===== src/rtl/scanline_irq.sv =====
module scanline_irq #(
  parameter int ADDR_W = 16,
  parameter logic [ADDR_W-1:0] LINE_REG_ADDR = 16'h5203,
  parameter logic [ADDR_W-1:0] STAT_REG_ADDR = 16'h5204,
  parameter int LINE_W = 9,
  parameter int VISIBLE_LINES = 240,
  parameter int IDLE_PULSES = 3
) (
  input  logic              clk,
  input  logic              rst_n,
  input  logic [ADDR_W-1:0] cpu_addr,
  input  logic              cpu_wr,
  input  logic              cpu_rd,
  input  logic [7:0]        cpu_wdata,
  output logic [7:0]        cpu_rdata,
  input  logic              line_pulse,
  input  logic [LINE_W-1:0] line_num,
  output logic              irq
);
  localparam int IDLE_W = $clog2(IDLE_PULSES + 1);
  localparam logic [IDLE_W-1:0] IDLE_LAST = IDLE_W'(IDLE_PULSES - 1);
  localparam logic [LINE_W-1:0] VIS_LIM = LINE_W'(VISIBLE_LINES);

  logic [7:0]        target_q, count_q;
  logic              en_q, pend_q, frame_q;
  logic [IDLE_W-1:0] idle_q;

  wire        wr_line   = cpu_wr && (cpu_addr == LINE_REG_ADDR);
  wire        wr_stat   = cpu_wr && (cpu_addr == STAT_REG_ADDR);
  wire        rd_stat   = cpu_rd && (cpu_addr == STAT_REG_ADDR);
  wire        visible   = line_pulse && (line_num < VIS_LIM);
  wire        blank     = line_pulse && !(line_num < VIS_LIM);
  wire [7:0]  count_nx  = count_q + 8'd1;
  wire        hit       = visible && (target_q != 8'd0) && (count_nx == target_q);
  wire        idle_done = blank && (idle_q == IDLE_LAST);

  always_ff @(posedge clk or negedge rst_n) begin
    if (!rst_n) begin
      target_q <= '0;
      count_q  <= '0;
      en_q     <= 1'b0;
      pend_q   <= 1'b0;
      frame_q  <= 1'b0;
      idle_q   <= '0;
    end else begin
      if (wr_line) target_q <= cpu_wdata;
      if (wr_stat) en_q <= cpu_wdata[7];

      if (visible) begin
        count_q <= count_nx;
        frame_q <= 1'b1;
        idle_q  <= '0;
      end else if (idle_done) begin
        count_q <= '0;
        frame_q <= 1'b0;
        idle_q  <= '0;
      end else if (blank) begin
        idle_q  <= idle_q + 1'b1;
      end

      if (hit)                     pend_q <= 1'b1;
      else if (idle_done || rd_stat) pend_q <= 1'b0;
    end
  end

  assign cpu_rdata = rd_stat ? {pend_q, frame_q, 6'b0} : 8'h00;
  assign irq       = en_q && pend_q && frame_q;
endmodule


===== config.mk =====
export PLATFORM = sky130hd
export DESIGN_NAME = scanline_irq
export DESIGN_NICKNAME = d
export VERILOG_FILES = /design/src/rtl/scanline_irq.sv
export SDC_FILE = /design/constraint.sdc
export NUM_CORES = 1
export LEC_CHECK = 0
export ABC_AREA = 1
export BUFFER_PORTS_ARGS = -buffer_cell sky130_fd_sc_hd__clkbuf_2
export CAP_MARGIN = 20
export CORE_UTILIZATION = 49
export CTS_CLUSTER_SIZE = 28
export DETAILED_ROUTE_END_ITERATION = 8
export MAX_ROUTING_LAYER = met4
export PLACE_DENSITY_LB_ADDON = 0.05
export SYNTH_ARGS = -nofsm -noshare
export SYNTH_HDL_FRONTEND = slang
export SYNTH_SLANG_ARGS = --single-unit
export TNS_END_PERCENT = 100

===== constraint.sdc =====
create_clock -name clk -period 1.6 [get_ports clk]
set_input_delay 0.24 -clock clk [delete_from_list [all_inputs] [get_ports clk]]
set_output_delay 0.24 -clock clk [all_outputs]
set_load 0.1 [all_outputs]

# ---- Yosys cells after proc, flatten, opt, wreduce, memory -nomap -nowiden
# Cells that the tools add are included.
# Widths: inputs -> output; s select.
dict set report op_classes {
  reduce_logical 16
  muxes 10
  n_lt_le_gt_ge 1
  n_eq_ne 4
  addsub 2
}
# op count
set ops {}
lappend ops {{$eq 16x15->1 const B} 2}
lappend ops {{$mux 8} 3}
lappend ops {{$logic_and 1x1->1} 10}
lappend ops {{$lt 9x8->1 const B} 1}
lappend ops {{$add 8x1->8 const B} 1}
lappend ops {{$eq 8x8->1} 1}
lappend ops {{$reduce_bool 8->1} 1}
lappend ops {{$mux 2} 3}
lappend ops {{$mux 1} 4}
lappend ops {{$reduce_bool 2->1} 2}
lappend ops {{$reduce_bool 3->1} 1}
lappend ops {{$add 2x1->2 const B} 1}
lappend ops {{$eq 2x2->1 const B} 1}
lappend ops {{$logic_not 1->1} 1}
lappend ops {{$logic_or 1x1->1} 1}
dict set report word_totals {
  elab_cells 39
  ff_bits 21
}

# ---- Longest topological paths before layout
dict set report logic_depth {
  ltp_word 7
  ltp_mapped 11
}

# ---- Least setup slack after synthesis
# No wires, ideal clock.
dict set report synth_timing {
  kind {input port to output port}
  start {input port cpu_addr[7]}
  end {output port cpu_rdata[6]}
  t_arrival_ps 2039
  slack_ps -679
  cell_stages 5
  cell_sequence {nor2_1 nand2_1 nor4_1 nand3_1 nor2_1}
}
dict set report synth_between {
  elab_chain_len 3
}
# item line_no
set synth_rtl {}
lappend synth_rtl {{start, declared} 11} ;# input logic [ADDR_W-1:0] cpu_addr,
lappend synth_rtl {{$eq 16x15->1} 30} ;# wire rd_stat = cpu_rd && (cpu_addr == STAT_REG_ADDR);
lappend synth_rtl {{$logic_and 1x1->1} 30}
lappend synth_rtl {{$mux 8} 66} ;# assign cpu_rdata = rd_stat ? {pend_q, frame_q, 6'b0} : 8'h00;
lappend synth_rtl {{end, declared} 15} ;# output logic [7:0] cpu_rdata,
# Every way passes these cells.

# ---- Worst setup path in the final report
dict set report layout_timing {
  start {input port cpu_addr[7]}
  end {output port cpu_rdata[7]}
}
# The elaborated chain is that of the path after synthesis.

==> metrics.md <==
| Metric | Value |
|---|---|
| Status | `finished clean` |
| Final WS setup | `about 120 ps` |
| Slew HR | `0.658` |
| Core area | `about 2500 um^2` |
| Synth Area in XOR/XNOR | `0` |
| Layout Skew | `~8.6 ps` |
| Num CTS Buffers | `3` |
| VDD IR max | `0.670 mV` |
| Number of antenna diodes | `0` |
| Final setup TNS | `0 ps` |
| Drt first pass iters | `4` |
| Cell area after synthesis | `roughly 1300 um^2` |
| Fill cells | `between 200 and 250` |
| Tightest Pin Transition | `513 ps` |
| Worst EP arrival | `1240 ps` |
| Hold Crit Class | `input pin to flip-flop` |
| Mux contribution to synthesized area | `0.0795` |
| Number of global-route vias before repair | `~1200` |
| Total gr overflow | `0` |
| Multi-input gate area | `684 um^2` |
| GRT Util Overall | `0.235` |
| Slew Limit Fails | `0` |
| Simple-gate share of the synthesized area | `0.319` |
| Post-route ant nets | `0` |
| I/O Buffers | `36` |
| CP Launch Type | `input pin` |
| CTS tree | `yes` |
| Unique masters post-synth | `23` |
| Htree depth | `1` |
| P_sw | `0.608 mW` |
| Post-DP HPWL | `2300 um` |
| Post-Place Cell Area | `between 1500 and 2000 um^2` |
| DRT Wirelength | `roughly 2900 um` |
| Mapped Cells | `177` |
| Design Area, Final | `1640 um^2` |
| Adder-Cell Fraction of Synth Area | `0.00947` |
| Switching Share | `0.400` |
| Clock sinks | `21` |
| Cell Int Power | `0.913 mW` |
| Cell Rows | `18` |
| Largest net degree at the start of global routing | `22` |
| Initial Util | `0.524` |
| CP max FO | `3` |
| Post-synthesis compound-gate area fraction | `0.0691` |
| Unrepaired setup endpoints after global routing | `no` |
| Final hold violations | `0` |
| Sequential cell area fraction in the yosys report | `0.398` |
| Max_cap viols | `0` |
| Slowest stage delay, CP | `190 ps` |
| Dpl cells | `244` |
| Fraction of layout cells with a size suffix above 1 | `0.312` |
| Avg Cell Area, Syn | `7.46 um^2` |
| Routed vias/inst | `between 5 and 6` |
| Crit share post-route | `0.926` |
| Critical-path cell list | `clkbuf_2, nor2_1, nand2_1, nor4_2, nand3_1, nor2_2, buf_12` |
| Via count | `1267` |
| Chip width | `53.9 um` |
| Place WS | `1.99 ps` |
| Clock power frac | `0.175` |
| I/O pins | `47` |
| Synth-to-Final Area Change | `24.4%` |
| Power Density | `a little over 900 nW/um^2` |
| YS warnings | `0` |
| CP Capture Type | `primary output` |
| Crit-path slowest cell | `nor4_2` |
| Final setup viols | `0` |
| Reg power frac | `0.463` |
| Die area | `2910 um^2` |
| First-pass GRT wire length | `4690 um` |
| Comb pwr share | `0.362` |
| Top cell type's share of synthesized area | `0.398` |
| Clock latency on the worst-skew pair | `320 ps` |
| Root Buffer | `clkbuf_4` |
| GPL Wtd Cong | `0.850` |
| DRC | `0` |
| Final Net Count | `around 260` |
| Post-synth top area cell | `dfrtp_1` |
| Largest cells by area after synthesis | `dfrtp_1 (40%), nand2_1 (13%), mux2_4 (8.0%)` |
| Initial antenna violation count | `0` |
| Register area | `526 um^2` |
| Static Leak | `0.903 nW` |
| Clk buf depth | `2` |
| Largest family of logic cells by synthesized area | `simple AND/OR/NAND/NOR gates` |
| Max frequency | `675 MHz` |
| DR iter-0 viols | `27` |
| Synth Register Bits | `21` |
| Final min period | `1480 ps` |
| Layout Cells excl Fill | `between 200 and 300` |
| Worst-path clk slew | `120 ps` |
| CP required | `1360 ps` |
| Die Span Y | `53.9 um` |
| Critical path class | `input pin to primary output` |
| Drt wl/cell | `11.6 um` |
==> power by group through the flow <==
stage | Combinational (mW) | Clock (mW) | Sequential [mW]
floorplan | 0.384 | 0 | 0.683
global placement | 0.464 | 0 | 0.702
detailed placement | 0.489 | 0 | 0.706
CTS | 0.495 | 0.266 | 0.695
global route | 0.625 | 0.287 | 0.714
finish | 0.551 | 0.266 | 0.705
==> Yosys cell counts <==
cell and count:
nand3b_1 1, nand3_1 17, inv_2 3, nand2_1 46
mux2_4 7, conb_1 1, nand4_1 3, buf_4 6
nor2_1 16, o211ai_1 1, clkinv_1 1, inv_1 27
nor4_1 1, nand2_2 4, nand2_4 1, ha_1 1
o21ai_0 3, o21ai_1 5, nor2_2 3, nand3_2 1
and2_1 1, o22ai_1 7, dfrtp_1 21
==> final timing paths <==
kind	from	to	slack, ps	depth (start not counted)
max in group asynchronous	rst_n	frame_q$_DFFE_PN0P_	840	2
setup reg to reg	count_q[1]$_DFFE_PN0P_	pend_q$_DFFE_PN0P_	130	10
min in group asynchronous	rst_n	count_q[3]$_DFFE_PN0P_	410	2
hold reg to reg	en_q$_DFFE_PN0P_	en_q$_DFFE_PN0P_	520	2
hold / removal	cpu_wdata[2]	target_q[2]$_DFFE_PN0P_	140	2
setup / recovery	cpu_addr[7]	cpu_rdata[7]	120	7
==> kinds of logic after synthesis <==
group                      count (synthesis)
and+or+nand+nor                           94
muxes                                      7
buffers and inverters                     37
AOI/OAI and AO/OA                         16
other                                      1
adders and majority gates                  1
DFF                                       21
==> flip-flops by register name, summed over array words and instances (netlist names) <==
register and cells:
count_q 8, target_q 8, idle_q 2, en_q 1
frame_q 1, pend_q 1
==> cells in the final DEF, fill, tap and decap left out, drive strengths merged <==
cell,n
nand2,51
clkbuf,36
inv,30
dfrtp,21
nor2,19
nand3,18
o21ai,8
mux2,7
o22ai,7
buf,7
conb,6
nand4,3
clkinv,2
nor4,1
nand3b,1
and2,1
o211ai,1
ha,1
dlygate4sd3,1
==> stage by stage <==
stage                     power, mW   util  hold slack, ps
after floorplan                1.07      -           -55.6
final                          1.52  0.652             144
after global routing           1.63  0.652             133
after global placement         1.17  0.622             237
after CTS                      1.46  0.639             140
after detailed placement       1.19  0.622             243
==> worst max-delay path, delay by kind of cell <==
kind / cells / cell delay, ps
simple gates: 5 / 730
buf+inv: 2 / 270
==> repair_timing <==
item / in CTS / in global routing
hold endpoints to repair: 21 / 0
pin swaps: 0 / 2
gates resized for setup: 1 / 3
setup endpoints to repair: 2 / 1
setup buffers: 0 / 2
hold buffers: 1 / 0
==> area by class of cell <==
cell class | count | area share
tap | 30 | 0.0228
multi-input combinational | 124 | 0.416
clock inverter | 1 | 0.00304
clock buffer | 3 | 0.0137
timing repair buffer | 41 | 0.154
inverter | 31 | 0.0708
sequential | 21 | 0.320
==> layer usage <==
metal | track usage | part of all wire
met1 | 0.266 | 0.43
met2 | 0.409 | 0.51
met3 | 0.0367 | 0.045
met4 | 0.0921 | 0.014
met5 | - | 0
No activity file was read; power rests on OpenSTA's default activity.
